**config.mk**
```make
export PLATFORM = sky130hd
export DESIGN_NAME = bank_interlock_arbiter
export DESIGN_NICKNAME = d
export VERILOG_FILES = /design/src/rtl/bil_pkg.sv /design/src/rtl/bil_busy_track.sv /design/src/rtl/bil_resolve.sv /design/src/rtl/bil_resv_table.sv /design/src/rtl/bank_interlock_arbiter.sv
export SDC_FILE = /design/constraint.sdc
export NUM_CORES = 1
export LEC_CHECK = 0
export BUFFER_PORTS_ARGS = -buffer_cell sky130_fd_sc_hd__buf_2
export CORE_MARGIN = 5
export CORE_UTILIZATION = 60
export CTS_CLUSTER_SIZE = 25
export DETAILED_ROUTE_END_ITERATION = 8
export PLACE_DENSITY = 0.89
export REMOVE_ABC_BUFFERS = 1
export SYNTH_ARGS = -nofsm -noshare
export SYNTH_HDL_FRONTEND = slang
export SYNTH_SLANG_ARGS = --single-unit
```
**constraint.sdc**
```tcl
create_clock -name clk_i -period 6.16 [get_ports clk_i]
set_input_delay 0.308 -clock clk_i [delete_from_list [all_inputs] [get_ports clk_i]]
set_output_delay 0.308 -clock clk_i [all_outputs]
set_load 0.1 [all_outputs]
```
**src/rtl/bil_pkg.sv**
```systemverilog
package bil_pkg;
  typedef enum logic [1:0] {
    CLS_CU  = 2'd0,
    CLS_IOP = 2'd1,
    CLS_DMA = 2'd2
  } req_cls_e;

  function automatic req_cls_e cls_of(input int idx, input int n_dma);
    if (idx < n_dma) return CLS_DMA;
    if (idx == n_dma) return CLS_IOP;
    return CLS_CU;
  endfunction
endpackage

```
**src/rtl/bil_busy_track.sv**
```systemverilog
module bil_busy_track #(
  parameter int N_BANK = 8
) (
  input  logic              clk_i,
  input  logic              rst_ni,
  input  logic [N_BANK-1:0] bank_gnt_i,
  output logic [N_BANK-1:0] busy_o
);
  always_ff @(posedge clk_i or negedge rst_ni) begin
    if (!rst_ni) busy_o <= '0;
    else         busy_o <= bank_gnt_i;
  end
endmodule

```
**src/rtl/bil_resolve.sv**
```systemverilog
module bil_resolve
  import bil_pkg::*;
#(
  parameter int N_BANK = 8,
  parameter int N_DMA  = 1,
  parameter int N_REQ  = N_DMA + 3,
  parameter int BW     = 3,
  parameter int OW     = 2
) (
  input  logic                         clk_i,
  input  logic                         rst_ni,
  input  logic [N_REQ-1:0]             req_i,
  input  logic [N_REQ-1:0][BW-1:0]     bank_i,
  input  logic [N_BANK-1:0]            busy_i,
  input  logic [N_BANK-1:0]            rv_i,
  input  logic [N_BANK-1:0][OW-1:0]    ro_i,
  output logic [N_REQ-1:0]             rng_o,
  output logic [N_REQ-1:0]             grant_o,
  output logic [N_REQ-1:0]             lock_o,
  output logic [N_BANK-1:0]            bank_gnt_o
);
  logic [N_REQ-1:0][BW-1:0] bsel;
  logic [N_REQ-1:0]         barred;
  logic [N_REQ-1:0]         elig;

  for (genvar r = 0; r < N_REQ; r++) begin : g_req
    assign rng_o[r]  = (32'(bank_i[r]) < N_BANK);
    assign bsel[r]   = rng_o[r] ? bank_i[r] : '0;
    // lower class than the reservation owner is held off
    assign barred[r] = rv_i[bsel[r]] &&
                       (cls_of(r, N_DMA) < cls_of(int'(ro_i[bsel[r]]), N_DMA));
    assign elig[r]   = req_i[r] && rng_o[r] && !busy_i[bsel[r]] && !barred[r];

    a_r7_resv_honoured: assert property (@(posedge clk_i) disable iff (!rst_ni)
      (grant_o[r] && rv_i[bank_i[r]]) |->
        (cls_of(r, N_DMA) >= cls_of(int'(ro_i[bank_i[r]]), N_DMA)));
    a_r10_out_of_range: assert property (@(posedge clk_i) disable iff (!rst_ni)
      (req_i[r] && !rng_o[r]) |-> (lock_o[r] && !grant_o[r]));
  end

  // index order is priority order: first eligible per bank wins
  always_comb begin
    bank_gnt_o = '0;
    grant_o    = '0;
    for (int r = 0; r < N_REQ; r++) begin
      if (elig[r] && !bank_gnt_o[bsel[r]]) begin
        grant_o[r]             = 1'b1;
        bank_gnt_o[bsel[r]]    = 1'b1;
      end
    end
  end

  assign lock_o = req_i & ~grant_o;
endmodule

```
**src/rtl/bil_resv_table.sv**
```systemverilog
module bil_resv_table
  import bil_pkg::*;
#(
  parameter int N_BANK = 8,
  parameter int N_DMA  = 1,
  parameter int N_REQ  = N_DMA + 3,
  parameter int BW     = 3,
  parameter int OW     = 2
) (
  input  logic                      clk_i,
  input  logic                      rst_ni,
  input  logic [N_REQ-1:0]          grant_i,
  input  logic [N_REQ-1:0]          lock_i,
  input  logic [N_REQ-1:0]          rng_i,
  input  logic [N_REQ-1:0][BW-1:0]  bank_i,
  output logic [N_BANK-1:0]         rv_o,
  output logic [N_BANK-1:0][OW-1:0] ro_o
);
  logic [N_BANK-1:0]         clr;
  logic [N_BANK-1:0]         cand_v;
  logic [N_BANK-1:0][OW-1:0] cand;

  always_comb begin
    for (int b = 0; b < N_BANK; b++) begin
      clr[b]    = rv_o[b] && grant_i[ro_o[b]] && (32'(bank_i[ro_o[b]]) == b);
      cand_v[b] = 1'b0;
      cand[b]   = '0;
      // descending scan leaves the highest-priority lockout
      for (int r = N_REQ - 1; r >= 0; r--) begin
        if (lock_i[r] && rng_i[r] && (32'(bank_i[r]) == b) &&
            (cls_of(r, N_DMA) != CLS_CU)) begin
          cand_v[b] = 1'b1;
          cand[b]   = OW'(r);
        end
      end
    end
  end

  always_ff @(posedge clk_i or negedge rst_ni) begin
    if (!rst_ni) begin
      rv_o <= '0;
      ro_o <= '0;
    end else begin
      for (int b = 0; b < N_BANK; b++) begin
        if (cand_v[b] && (!(rv_o[b] && !clr[b]) || (cand[b] < ro_o[b]))) begin
          rv_o[b] <= 1'b1;
          ro_o[b] <= cand[b];
        end else if (clr[b]) begin
          rv_o[b] <= 1'b0;
        end
      end
    end
  end

  for (genvar b = 0; b < N_BANK; b++) begin : g_chk
    a_r8_owner_served_clears: assert property (@(posedge clk_i) disable iff (!rst_ni)
      (rv_o[b] && grant_i[ro_o[b]] && (32'(bank_i[ro_o[b]]) == b) && !cand_v[b])
        |=> !rv_o[b]);
    a_r9_takeover: assert property (@(posedge clk_i) disable iff (!rst_ni)
      (rv_o[b] && cand_v[b] && (cand[b] < ro_o[b])) |=> (rv_o[b] && ro_o[b] == $past(cand[b])));
  end
endmodule

```
**src/rtl/bank_interlock_arbiter.sv**
```systemverilog
module bank_interlock_arbiter #(
  parameter int N_BANK = 8,
  parameter int N_DMA  = 1,
  localparam int N_REQ = N_DMA + 3,
  localparam int BW    = (N_BANK > 1) ? $clog2(N_BANK) : 1,
  localparam int OW    = $clog2(N_REQ)
) (
  input  logic                     clk_i,
  input  logic                     rst_ni,
  input  logic [N_REQ-1:0]         req_i,
  input  logic [N_REQ-1:0][BW-1:0] bank_i,
  output logic [N_REQ-1:0]         grant_o,
  output logic [N_REQ-1:0]         lock_o
);
  logic [N_BANK-1:0]         busy;
  logic [N_BANK-1:0]         bank_gnt;
  logic [N_BANK-1:0]         rv;
  logic [N_BANK-1:0][OW-1:0] ro;
  logic [N_REQ-1:0]          rng;

  bil_resolve #(.N_BANK(N_BANK), .N_DMA(N_DMA), .N_REQ(N_REQ), .BW(BW), .OW(OW)) u_resolve (
    .clk_i, .rst_ni, .req_i, .bank_i,
    .busy_i(busy), .rv_i(rv), .ro_i(ro),
    .rng_o(rng), .grant_o, .lock_o, .bank_gnt_o(bank_gnt)
  );

  bil_busy_track #(.N_BANK(N_BANK)) u_busy (
    .clk_i, .rst_ni, .bank_gnt_i(bank_gnt), .busy_o(busy)
  );

  bil_resv_table #(.N_BANK(N_BANK), .N_DMA(N_DMA), .N_REQ(N_REQ), .BW(BW), .OW(OW)) u_resv (
    .clk_i, .rst_ni, .grant_i(grant_o), .lock_i(lock_o), .rng_i(rng), .bank_i,
    .rv_o(rv), .ro_o(ro)
  );

  a_r2_one_response: assert property (@(posedge clk_i) disable iff (!rst_ni)
    ((grant_o | lock_o) == req_i) && ((grant_o & lock_o) == '0));
  a_r3_no_back_to_back: assert property (@(posedge clk_i) disable iff (!rst_ni)
    ($past(bank_gnt) & bank_gnt) == '0);
  a_r6_cu_tie: assert property (@(posedge clk_i) disable iff (!rst_ni)
    (req_i[N_DMA+1] && req_i[N_DMA+2] && bank_i[N_DMA+1] == bank_i[N_DMA+2])
      |-> !grant_o[N_DMA+2]);
endmodule

```
* Word level (Yosys, flattened, before mapping)
Memories as Yosys holds them, arrays and structs flattened.
Cells that the tools add are included.
** Cells by class
- Magnitude comparators :: 32
- Eq/ne operators :: 25
- Multiplexer cells :: 155
- Bitwise logic cells :: 5
- Reduce and logical (&&, ||, !) cells :: 115
** Operators by type and width (count)
- 1-bit 2-to-1 mux :: 83
- 1-bit logical AND :: 68
- 2-bit 2-to-1 mux :: 25
- 3-bit binary-select mux with 2-bit select :: 8
- 3-bit equality test (second input constant) :: 12
- 1-bit binary-select mux with 3-bit select :: 11
- 8-bit 2-to-1 mux :: 4
- 1-bit logical NOT :: 28
- 2-bit binary-select mux with 3-bit select :: 4
- 2-bit by 3-bit less-than comparator with 1-bit output (second input constant) :: 8
- 3-bit 2-to-1 mux :: 8
- 8-bit OR :: 3
- 3-bit by 2-bit equality test with 1-bit output (second input constant) :: 6
- 1-bit binary-select mux with 2-bit select :: 8
- 2-bit less-than comparator :: 8
- 3-bit by 4-bit less-than comparator with 1-bit output (second input constant) :: 4
- 2-bit nonzero test :: 8
- 1-bit demux with 3-bit select :: 4
- 3-bit by 1-bit >= comparator with 1-bit output (second input constant) :: 4
- 3-bit by 1-bit equality test with 1-bit output (second input constant) :: 3
- 3-bit logical NOT :: 3
- 2-bit equality test (second input constant) :: 4
- 1-bit logical OR :: 8
- 2-bit by 1-bit less-than comparator with 1-bit output (second input constant) :: 4
- other kinds (4) :: 6
** Storage, ports and cells
- Flip-flop bits (word level) :: 32
- Bits in read-only memories :: 8
- Input bits :: 18
- Output and inout port bits :: 8
- Logic and storage cells :: 350
- Memories :: 1
** Memories
- (no name shown) :: words 8, bits a word 1, rd ports 1, clocked after memory_dff 0, write ports 0, line bil_resolve.sv:46 : if (elig[r] && !bank_gnt_o[bsel[r]]) begin

* Longest topological paths before layout
Gate-level depths: netlist of run 1.
- Depth in word-level cells :: 38
- Depth in mapped cells :: 10
- Depth with buffers taken out :: 8

* Hierarchy
Synthesis of run 1 repeated with hierarchy kept, for this count alone.
** Unflattened totals
- Cells, all modules :: 352
- Area total of the unflattened synthesis :: 2924.1 um^2
** By module, submodules not included
- bil_resolve :: times used 1, cells an instance 239, area each 1717.9 um^2, seq. area each 0.0 um^2
- bil_resv_table :: times used 1, cells an instance 105, area each 1006.0 um^2, seq. area each 400.4 um^2
- bil_busy_track :: times used 1, cells an instance 8, area each 200.2 um^2, seq. area each 200.2 um^2

* Worst setup path after synthesis of run 1
OpenSTA, ideal clock, no wires.
- Kind :: in2reg
- Start :: input bank_i[4] in the netlist's numbering
- End :: register u_resv.ro_o[4] in the netlist's numbering
- Library setup time :: 0.084 ns
- Arrival :: 4.473 ns
- Data required time :: 6.076 ns
- Setup slack :: 1.603 ns
- Stages :: 8
- Cell sequence :: buf_2 -> o311a_1 -> a32oi_1 -> o22ai_1 -> a21boi_0 -> nand2_1 -> a211o_1 -> a21boi_0
** Between the ends
- Elaborated cells on any way between the ends :: 65
- Classes of those cells :: order compare (5); eq/ne (3); mux (33); bitwise (4); reduce/logical (20)
** RTL lines
- from (decl) :: line bank_interlock_arbiter.sv:11 : input logic [N_REQ-1:0][BW-1:0] bank_i,
- 2-bit binary-select mux with 3-bit select :: line bil_resolve.sv:31 : (cls_of(r, N_DMA) < cls_of(int'(ro_i[bsel[r]]), N_DMA));
- 2-bit 2-to-1 mux (not written as such) :: line bil_resolve.sv:31
- 2-bit equality test :: line bil_pkg.sv:10 : if (idx == n_dma) return CLS_IOP;
- 1-bit 2-to-1 mux (2 in a row) :: line bil_pkg.sv:10
- 2-bit 2-to-1 mux :: line bil_pkg.sv:11 : return CLS_CU;
- 2-bit 2-to-1 mux :: line bil_pkg.sv:10
- 1-bit by 2-bit less-than comparator with 1-bit output :: line bil_resolve.sv:31
- 1-bit logical AND :: line bil_resolve.sv:30 : assign barred[r] = rv_i[bsel[r]] &&
- (+5 left out)
- 4-bit AND * :: line bil_resolve.sv:53 : assign lock_o = req_i & ~grant_o;
- net lock_o[1] :: line bank_interlock_arbiter.sv:13 : output logic [N_REQ-1:0] lock_o
- 1-bit logical AND * :: line bil_resv_table.sv:30 : if (lock_i[r] && rng_i[r] && (32'(bank_i[r]) == b) &&
- 1-bit 2-to-1 mux :: line bil_resv_table.sv:30
- 2-bit 2-to-1 mux :: line bil_resv_table.sv:30
- 2-bit less-than comparator :: line bil_resv_table.sv:45 : if (cand_v[b] && (!(rv_o[b] && !clr[b]) || (cand[b] < ro_o[b]))) begin
- 1-bit logical OR :: line bil_resv_table.sv:45
- 1-bit logical AND :: line bil_resv_table.sv:45
- to (signal, indexed assignment) :: line bil_resv_table.sv:47 : ro_o[b] <= cand[b];
- to (decl) :: line bil_resv_table.sv:17 : output logic [N_BANK-1:0][OW-1:0] ro_o
Mark *: on every way through the listed nets, which the timed path passes. The rest lies on a longest branch. The select of a mux whose other input is x is not followed.
A chain may end at the register's enable or synchronous reset.

* Final worst setup path of run 1
- Start :: register u_busy.busy_o[7]
- End :: output lock_o[3]
** Between the ends
- Word-level cells in the longest chain between the ends :: 24
- Elaborated cells on any way between the ends :: 41
- Classes of those cells :: mux (18); bitwise (4); reduce/logical (19)
** Ends and longest elaborated chain
- from (decl) :: line bil_busy_track.sv:7 : output logic [N_BANK-1:0] busy_o
- from (signal assigned) :: line bil_busy_track.sv:11 : else busy_o <= bank_gnt_i;
- 1-bit binary-select mux with 3-bit select :: line bil_resolve.sv:32 : assign elig[r] = req_i[r] && rng_o[r] && !busy_i[bsel[r]] && !barred[r];
- 1-bit 2-to-1 mux (not written as such) :: line bil_resolve.sv:32
- 1-bit logical NOT :: line bil_resolve.sv:32
- 1-bit logical AND (2 in a row) :: line bil_resolve.sv:32
- 1-bit logical AND :: line bil_resolve.sv:46
- 8-bit 2-to-1 mux :: line bil_resolve.sv:46
- 1-bit binary-select mux with 3-bit select :: line bil_resolve.sv:46
- 1-bit 2-to-1 mux (not written as such) :: line bil_resolve.sv:46
- (+7 left out)
- 8-bit 2-to-1 mux :: line bil_resolve.sv:46
- 1-bit binary-select mux with 3-bit select :: line bil_resolve.sv:46
- 1-bit 2-to-1 mux (not written as such) :: line bil_resolve.sv:46
- 1-bit logical NOT :: line bil_resolve.sv:46
- 1-bit logical AND * :: line bil_resolve.sv:46
- 1-bit 2-to-1 mux * :: line bil_resolve.sv:46
- 4-bit NOT * :: line bil_resolve.sv:53
- 4-bit AND * :: line bil_resolve.sv:53
- to (decl) :: line bank_interlock_arbiter.sv:13
Every way passes the cells marked *; elsewhere a longest branch is shown, timed or not. The select of a mux whose other input is x is not followed.

==> metrics, run 1 <==
skew final between 0.007 and 0.008 ns; Met1 Wirelength roughly 2900 microns; Simple-Gate Fraction of Synth Area 0.310; Avg Cell Area, Syn 8.05 sq um; clock buffer depth 2; DR top layer met4; first-pass GRT wire length roughly 11,000 microns; top cells by area, synth dfrtp_1 26%, nor2_1 5.2%, nor3_1 4.4%; reg-to-reg slack, setup between 3 and 4 ns; CTS root buffer clkbuf_8; DR iter-0 viols ~300; 1st-pass router iterations 5; Antenna Nets Post-Route 0; Via density approximately 7.0; IO Port Bufs 25; Mapped Cells 285; share of layout cells above drive strength 1 0.184; R2R depth 8; area fraction of the dominant cell type after synthesis 0.262; Netlist cell types 66; # resized after CTS 0; max cap viols 0; Initial Util 0.622; WP data arrival 3.22 ns; largest fanout on the critical path 3; Hold Slack between 0.007 and 0.008 ns; wire length on met2 3070 microns; H-Tree Depth 1; Static Leak 0.961 nW; Finished Layout Cells ~350; Ports 26; Compound-Gate Fraction of Synth Area 0.326; chip width just over 70 microns; # diodes 0; FF-to-FF Start u_resv.ro_o[8]$_DFFE_PN0P_; Slew headroom 0.627; die height between 70 and 80 microns; sum of negative setup slack 0 ns; CTS tree yes; RSZ-0062 raised after global routing no; Post-synth EDFFs 0; Final setup viols 0; WS Path Type flip-flop to primary output; mux cell area share after synthesis 0.0224; Critical Path Start Type flip-flop; Synth-to-Final Area Change 7.47%; # clock sinks 24; Clock Pin Slew Worst Setup and Hold Paths 0.09 ns; commonest non-fill, non-tap cells in the layout 32 x nor2_1, 25 x buf_2, 24 x nand2_1, 24 x dfrtp_1, 20 x nor3_1; Clk Latency, worst-skew pair 0.28 ns; largest net degree at the start of global routing 25; drt total wl ~7000 microns; CTS buffer count 3; area leader, netlist dfrtp_1; most common cell after layout, fill and taps aside nor2_1; number of global-route vias before repair 2,235; row cnt 22; async set-reset flop share out of synthesis 1.00; Core Area approximately 3700 sq um; Hold Crit Class input pin to async pin; fin crit period ~3.5 ns; Max Slew Vio Count 0; synthesized area approximately 2300 sq um; Critical R2R Capture u_busy.busy_o[0]$_DFF_PN0_; Cells after DPL roughly 340; vias ~2,400; Final #Nets roughly 320; worst vdd ir about 0.24 mV; detailed placement HPWL approximately 5400 microns; CP required 5.85 ns; synth warn 0; die area approximately 5200 sq um; Post CTS Setup Buffer Count 0; total track usage 0.281; adder-cell share of the synthesized area 0; Worst Tran Pin Value roughly 0.56 ns; Hold Vio Cnt, Final 0; initial antenna violation count 0; fmax around 280 MHz; outcome finished, final reports clean; met3 wire len about 700 microns; DRC violation count after routing 0; WL/cell approximately 20 microns; Seq cells post-synth 24; final RePlAce weighted congestion about 1.1; CTS Hold Bufs 0; Pwr Density ~290 nW/um^2; Worst setup EP type primary output; main combinational cell family by area after synthesis compound AO/OA/AOI/OAI gates; total grt overflow 0; period utilization 0.572; XOR/XNOR share of the synthesized area 0.0229; top_reg_cell synth dfrtp_1; sequential-to-total area share from yosys stat 0.262
[worst max-delay path by stage]
stage | slack (ns) | to | start
after floorplan | 1.67 | u_resv.ro_o[4]$_DFFE_PN0P_ | u_resv.rv_o[0]$_DFFE_PN0P_
after global routing | 2.39 | grant_o[3] | u_resv.ro_o[8]$_DFFE_PN0P_
after detailed placement | 2.80 | grant_o[3] | bank_i[4]
after global placement | 2.90 | grant_o[3] | bank_i[4]
after CTS | 2.67 | grant_o[3] | u_resv.ro_o[8]$_DFFE_PN0P_
final | 2.63 | lock_o[3] | u_busy.busy_o[7]$_DFF_PN0_
[layer usage]
metal  up-vias  GRT usage
li1       1096          -
met1      1133      0.405
met2       178      0.440
met3        34     0.0238
met4         0      0.100
met5         -          0
[per-stage QoR]
step | power, mW | util | setup slack, ns | instance area [sq um]
final | 0.718 | 0.668 | 2.63 | 2460
after global routing | 0.757 | 0.668 | 2.39 | 2460
after CTS | 0.714 | 0.668 | 2.67 | 2460
after detailed placement | 0.571 | 0.649 | 2.80 | 2390
after global placement | 0.568 | 0.649 | 2.90 | 2390
after floorplan | 0.482 | - | 1.67 | 2210
[report_power, final]
group          leakage (nW)  switching [mW]  internal (mW)
Combinational         0.627           0.199          0.110
Sequential            0.298          0.0600          0.208
Clock                0.0357          0.0544         0.0870
[state kept, by name, indices dropped and copies added (netlist names)]
name and count:
u_resv.ro_o 8, u_resv.rv_o 8, u_busy.busy_o 8
[Yosys cell counts (all sizes together) (3+ instances only)]
| library cell | number |
|---|---|
| a21oi | 10 |
| a31o | 3 |
| and3 | 3 |
| nand2b | 8 |
| buf | 9 |
| a211oi | 8 |
| a211o | 3 |
| nand3 | 11 |
| nor3 | 20 |
| o21ai | 7 |
| o22ai | 3 |
| o221ai | 7 |
| inv | 12 |
| a21o | 3 |
| or3 | 6 |
| clkbuf | 6 |
| nor2 | 32 |
| xor2 | 3 |
| and2 | 5 |
| nor2b | 10 |
| nand2 | 24 |
| a21boi | 3 |
| or2 | 3 |
| o2bb2ai | 3 |
| o31ai | 5 |
| xnor2 | 3 |
| o21a | 8 |
| mux2i | 4 |
| o211ai | 6 |
| dfrtp | 24 |
[logic make-up after synthesis]
family / count (synthesis)
DFF: 24
xor gates and xnor gates: 6
buffers and inverters: 27
muxes: 5
AOI/OAI and AO/OA: 89
and+or+nand+nor: 134
[worst max-delay path, cell delays in order, from the launching register on]
cell	delay, ns
dfrtp_1	0.46
nor2_1	0.28
a211oi_1	0.14
a211oi_2	0.30
nand3_2	0.13
or4_1	0.59
a221o_1	0.38
o31ai_1	0.10
o21a_1	0.15
buf_2	0.41
[layout make-up]
cell class / count / area (sq um)
Fill cell: 318 / 1220
Inverter: 12 / 45.0
Timing Repair Buffer: 25 / 125
Sequential cell: 24 / 601
Clock buffer: 3 / 41.3
Multi-Input combinational cell: 234 / 1560
Clock inverter: 1 / 30.0
Tap cell: 48 / 60.1
Power figures use the tool's default switching activity.
==> run 2, diff against run 1 <==
ABC_AREA = 1   (was not set)
CORE_UTILIZATION = 54   (was 60)
PLACE_DENSITY = 0.84   (was 0.89)
clock period = 3.2 ns   (was 6.16 ns; I/O delays follow)
==> run 2 against run 1 <==
Against the previous run: core utilization fell by 3.9 points; final cell count rose by 40%; clock power rose by 50%; setup slack got worse by 2.5 ns; area after synthesis rose by 11%; clock-buffer cell count rose by 1; critical path depth rose by 11; die area rose by 20%; critical endpoint unchanged; routed wire length rose by 4.8%; sequential cell count did not move; global-route usage fell by 4.7 points; combinational power rose by 87%.
==> metrics, run 2 <==
outcome finished, final reports clean; Seq cells post-synth 24 (unchanged); # clock sinks 24 (unchanged); Clock Pin Slew Worst Setup and Hold Paths 0.08 ns (about the same); top cells by count, synth 107 x nand2_1, 54 x inv_1, 45 x nor2_1, 30 x nand3_1, 24 x dfrtp_1; fin crit period 3.10 ns; largest net degree at the start of global routing 25 (unchanged); Post-synth EDFFs 0 (unchanged); CP max-delay cell dfrtp_1; async set-reset flop share out of synthesis 1.00 (unchanged); die area 6170 sq um (+20%); Via density 5.89 (-16%); chip width 78.5 microns (+9.3%); Cells after DPL 469 (+37%); number of global-route vias before repair 2,592 (+16%); share of layout cells above drive strength 1 0.259 (+0.0753); pre-CTS setup slack 0.317 ns (-2.48 ns); Avg Cell Area, Syn 6.37 sq um (-21%); worst vdd ir 0.216 mV (-11%); Netlist cell types 42 (-36%); # diodes 0 (unchanged); period utilization 0.969; synthesized area 2540 sq um (+11%); Hold Vio Cnt, Final 0 (unchanged); top cells by area, synth dfrtp_1 24%, nand2_1 16%, inv_1 8.0%; Initial Util 0.548 (-0.0739); Synth-to-Final Area Change 14.9%; CP cell instances nand3_1, nand2_1, nor2_4, nand4_4, nor2_1, nor2_1, nand4_1, nand2_1, nand2_1, nand3_4, nor2_4, nand3_1, nand2_1, nand2_1, nand2_2, nor2_4, nand3_2, nand2_1, inv_2, buf_12; Slew headroom 0.547 (-0.0807); Final #Nets 451 (+42%); synth warn 0 (unchanged); Static Leak 1.52 nW (+58%); sequential-to-total area share from yosys stat 0.237 (-0.0251); most common cell in the netlist nand2_1; largest fanout on the critical path 6 (+3); CP max stage delay 0.44 ns (-0.15 ns); 1st-pass router iterations 7 (+2); DRC violation count after routing 0 (unchanged); final setup margin 0.100 ns (-2.53 ns); total track usage 0.234 (-0.0472); Ports 26 (unchanged); Antenna Nets Post-Route 0 (unchanged); fmax roughly 320 MHz; final RePlAce weighted congestion 1.00 (-6.4%); Pwr Density 433 nW/um^2 (+49%); Worst Tran Pin Value 0.678 ns (+0.119 ns); skew final 0.0130 ns (+0.00523 ns); Critical Path Start Type flip-flop; die height 78.5 microns (+9.3%); Max Slew Vio Count 0 (unchanged); top_reg_cell synth dfrtp_1; WP data arrival 2.94 ns (-0.28 ns); DR iter-0 viols 375 (+27%); fill count 434 (+36%); CTS tree yes; Core Area 4630 sq um (+26%); Power, Total 1.26 mW (+76%); Clk Latency, worst-skew pair 0.27 ns (about the same); CTS buffer count 3 (unchanged); vias 2,864 (+17%); IO Port Bufs 25 (unchanged); row cnt 25 (+14%); Finished Layout Cells 486 (+40%); Crit path top cell by count nand2_1; first-pass GRT wire length 11,800 microns (+2.8%); CP required 3.04 ns (-2.81 ns); Largest regs u_busy.busy_o: 8 flops, u_resv.ro_o: 8 flops, u_resv.rv_o: 8 flops; area leader, netlist dfrtp_1; WS Path Type flip-flop to primary output; total grt overflow 0 (unchanged); drt total wl 7340 microns (+4.8%); detailed placement HPWL 5710 microns (+5.6%); most common cell after layout, fill and taps aside nand2_1; area fraction of the dominant cell type after synthesis 0.237 (-0.0251); CTS root buffer clkbuf_8; Mapped Cells 398 (+40%); H-Tree Depth 1 (unchanged); Worst setup EP type primary output; Hold Crit Class input pin to flip-flop; Final setup viols 0 (unchanged); commonest non-fill, non-tap cells in the layout 104 x nand2_1, 53 x inv_1, 44 x nor2_1, 28 x nand3_1; max cap viols 0 (unchanged); clock buffer depth 2 (unchanged); initial antenna violation count 0 (unchanged); WL/cell 15.1 microns (-25%)
## run 2: cell count changes in the layout (fill, tap and decap cells not counted), moves of 10 or more
cell     delta
nor2b_1    -10
nor2_1     +12
nand4_1    +15
nand3_1    +19
nor2_4     +12
inv_2      +12
nand2_1    +80
buf_4      +11
inv_1      +41
nand2_2    +20
## run 2: final timing paths
kind / from / end / slack [ns] / depth (start not counted)
worst max-delay path: u_busy.busy_o[6]$_DFF_PN0_ / lock_o[3] / 0.10 / 20
worst min-delay path: bank_i[9] / u_busy.busy_o[4]$_DFF_PN0_ / 0.30 / 4
worst max register to register: u_busy.busy_o[6]$_DFF_PN0_ / u_busy.busy_o[5]$_DFF_PN0_ / 0.50 / 19
worst min register to register: u_resv.ro_o[8]$_DFFE_PN0P_ / u_resv.ro_o[8]$_DFFE_PN0P_ / 0.54 / 1
max in group asynchronous: rst_ni / u_busy.busy_o[7]$_DFF_PN0_ / 2.38 / 2
min in group asynchronous: rst_ni / u_resv.ro_o[0]$_DFFE_PN0P_ / 0.40 / 2
## run 2: kinds of logic (layout without fill, tap and decap cells)
logic type / Yosys count / in the layout / share of synthesized area
and+or+nand+nor: 257 / 258 / 0.520
buffers and inverters: 75 / 108 / 0.126
AOI/OAI and AO/OA: 42 / 42 / 0.116
DFF: 24 / 24 / 0.237
## run 2: worst max-delay path, delay by kind of cell, from the launching register on
family        cells  cell delay, ns
simple gates     18            2.01
flops             1            0.44
buf+inv           2            0.23
## run 2: through the flow
stage / cell area, sq um / util / setup TNS [ns] / hold slack (ns)
finish: 2910 / 0.629 / 0 / 0.302
global placement: 2700 / 0.582 / 0 / 0.170
CTS: 2760 / 0.596 / 0 / 0.282
floorplan: 2470 / - / -6.86 / -0.136
global route: 2910 / 0.629 / -0.120 / 0.316
detailed placement: 2700 / 0.582 / 0 / 0.173
## run 2: routing by layer
layer,wire (microns),track usage
met5,0,0
met3,653,0.0344
met1,2940,0.295
met4,335,0.0962
met2,3410,0.397
## run 2: area by class of cell
class,instances,area [sq um],area share
Tap cell,54,67.6,0.0232
Clock buffer,4,55.1,0.0189
Timing Repair Buffer,37,248,0.0850
Sequential cell,24,602,0.207
Inverter,67,256,0.0880
Multi-Input combinational cell,300,1690,0.578
## run 2: power by group
group	switching (mW)	internal, mW
combinational	0.387	0.192
clock	0.101	0.110
sequential	0.0881	0.385
total	0.576	0.687
## run 2: repair_timing
item	4_1_cts	5_1_grt
hold buffers	1	0
gates resized for setup	0	14
buffers inserted	0	11
endpoints found under the hold margin	24	0
setup endpoints to repair	0	2
==> run 3, diff against run 2 <==
BUFFER_PORTS_ARGS = -buffer_cell sky130_fd_sc_hd__buf_4   (was -buffer_cell sky130_fd_sc_hd__buf_2)
CAP_MARGIN = 20   (was not set)
==> run 3 against run 2 <==
Against the previous run: critical path depth unchanged; worst hold slack got worse by 0.074 ns; setup slack improved by 0.084 ns; sequential cell count unchanged; register-to-register slack improved by 0.05 ns; routed wire length increased by 0.30%; non-clock buffer count decreased by 3; global-route usage increased by 0.40 points; total power increased by 0.18%; final cell count decreased by 0.62%; first-iteration DRC count decreased by 12%; critical path type unchanged; critical endpoint unchanged.
==> metrics, run 3 (same netlist as run 2, synthesis figures left out) <==
Hold Crit Class input pin to flip-flop; most common cell after layout, fill and taps aside nand2_1; WS Path Type flip-flop to primary output; Core Area 4630 sq um (unchanged); Cells after DPL 471 (+0.43%); final setup margin 0.184 ns (+0.0838 ns); sequential fraction of design power 0.371 (-0.003); Slew headroom 0.532 (-0.0150); die height 78.5 microns (unchanged); period utilization 0.943 (-0.0262); Initial Util 0.548 (unchanged); fill count 391 (-9.9%); Max Slew Vio Count 0 (unchanged); share of layout cells above drive strength 1 0.252 (-0.00751); Clock Pin Slew Worst Setup and Hold Paths 0.08 ns (about the same); CP cell instances nand3_1, nand2_2, nor2_4, nand4_4, nor2_4, nor2_4, nand4_1, nand2_2, a21oi_2, nand2_2, nor2_4, nand3_2, nand2_2, nand2_1, nand2_1, inv_2, nand3_2, nand2_1, inv_2, buf_12; Finished Layout Cells 483 (-0.62%); Power, Total 1.27 mW (+0.18%); number of global-route vias before repair 2,573 (-0.73%); Final setup viols 0 (unchanged); # clock sinks 24 (unchanged); switching fraction of total power 0.454 (-0.00270); H-Tree Depth 1 (unchanged); clock buffer depth 2 (unchanged); largest fanout on the critical path 9 (+3); combinational share of power 0.460 (about the same); commonest non-fill, non-tap cells in the layout 104 x nand2_1, 53 x inv_1, 45 x nor2_1, 31 x buf_4, 28 x nand3_1; die area 6170 sq um (unchanged); WP data arrival 2.86 ns (-0.08 ns); IO Port Bufs 25 (unchanged); DRC violation count after routing 0 (unchanged); CP max stage delay 0.43 ns (about the same); Largest regs u_busy.busy_o: 8 flops, u_resv.ro_o: 8 flops, u_resv.rv_o: 8 flops; # diodes 0 (unchanged); worst vdd ir 0.184 mV (-15%); outcome finished, final reports clean; Worst setup EP type primary output; Synth-to-Final Area Change 15.5%; initial antenna violation count 0 (unchanged); Clk Latency, worst-skew pair 0.28 ns (about the same); Pwr Density 432 nW/um^2 (-0.38%); chip width 78.5 microns (unchanged); Via density 5.77 (-2.0%); Antenna Nets Post-Route 0 (unchanged); 1st-pass router iterations 6 (-1); internal power 691 uW (+0.67%); Final #Nets 448 (-0.67%); post-route design area 2930 sq um (+0.56%); sum of negative setup slack 0 ns (unchanged); CP max-delay cell dfrtp_1; CTS root buffer clkbuf_8; Hold Vio Cnt, Final 0 (unchanged); WL/cell 15.2 microns (+0.92%); Clock power frac 0.168 (about the same); largest net degree at the start of global routing 25 (unchanged); RSZ-0062 raised after global routing yes; CTS buffer count 3 (unchanged); CTS tree yes; vias 2,789 (-2.6%); DR iter-0 viols 330 (-12%); pre-CTS setup slack 0.375 ns (+0.0576 ns); fmax 332 MHz (+2.8%); Ports 26 (unchanged); max cap viols 0 (unchanged); final RePlAce weighted congestion 0.964 (-3.7%); Net Switching 574 uW (-0.42%); row cnt 25 (unchanged); Critical Path Start Type flip-flop; total track usage 0.238 (+0.00402); detailed placement HPWL 5690 microns (-0.35%); fin crit period 3.02 ns (-0.0838 ns); total grt overflow 0 (unchanged); placed instance area 2740 sq um (+1.8%); Static Leak 1.52 nW (about the same); Worst Tran Pin Value 0.700 ns (+0.0224 ns); CP required 3.04 ns (about the same); first-pass GRT wire length 11,800 microns (+0.47%); skew final 0.00681 ns (-0.00622 ns); drt total wl 7360 microns (+0.30%)
==> run 3: worst paths after layout <==
path | startpoint | to | slack (ns) | depth (start not counted)
setup / recovery | u_busy.busy_o[5]$_DFF_PN0_ | lock_o[3] | 0.18 | 20
hold / removal | bank_i[9] | u_busy.busy_o[4]$_DFF_PN0_ | 0.23 | 4
setup reg to reg | u_busy.busy_o[5]$_DFF_PN0_ | u_busy.busy_o[1]$_DFF_PN0_ | 0.55 | 19
hold reg to reg | u_resv.ro_o[12]$_DFFE_PN0P_ | u_resv.ro_o[12]$_DFFE_PN0P_ | 0.54 | 1
max in group asynchronous | rst_ni | u_busy.busy_o[4]$_DFF_PN0_ | 2.61 | 2
min in group asynchronous | rst_ni | u_resv.ro_o[0]$_DFFE_PN0P_ | 0.32 | 2
==> run 3: area by class of cell <==
class,count,area [sq um],share of cell area
inverters,67,256,0.0875
clock buffers,4,55.1,0.0188
multi-input cells,300,1680,0.572
flip-flops and latches,24,602,0.205
repair buffers,34,274,0.0935
well taps,54,67.6,0.0231
==> run 3: critical path: cells and delay by family, from the launching register on <==
family | cells | cell delay, ns
AOI/OAI and AO/OA | 1 | 0.13
DFF | 1 | 0.43
buffers and inverters | 3 | 0.30
and+or+nand+nor | 16 | 1.72
==> run 3: layer usage <==
| metal | GRT usage | vias up | share of wire |
|---|---|---|---|
| met5 | 0 | - | 0 |
| met4 | 0.0997 | 0 | 0.043 |
| met3 | 0.0252 | 32 | 0.081 |
| met2 | 0.421 | 175 | 0.49 |
| met1 | 0.292 | 1231 | 0.39 |
| li1 | - | 1351 | - |
==> run 3: repair_timing <==
action	CTS	global route
hold buffers	1	0
buffers inserted	0	6
hold endpoints to repair	24	0
gates resized for setup	0	16
setup endpoints to repair	0	2
==> run 3: power groups by stage <==
| stage | logic [mW] | registers [mW] | clock network, mW |
|---|---|---|---|
| after floorplan | 0.413 | 0.432 | 0 |
| after global placement | 0.534 | 0.468 | 0 |
| after detailed placement | 0.544 | 0.469 | 0 |
| after CTS | 0.547 | 0.463 | 0.216 |
| after global routing | 0.639 | 0.473 | 0.227 |
| final | 0.583 | 0.470 | 0.213 |
==> run 3: per-stage QoR <==
stage          hold WS (ns)   util
3_3_place_gp         0.0745  0.592
4_1_cts               0.231  0.606
3_5_place_dp         0.0814  0.592
2_1_floorplan        -0.136      -
5_1_grt               0.263  0.633
6_report              0.228  0.633
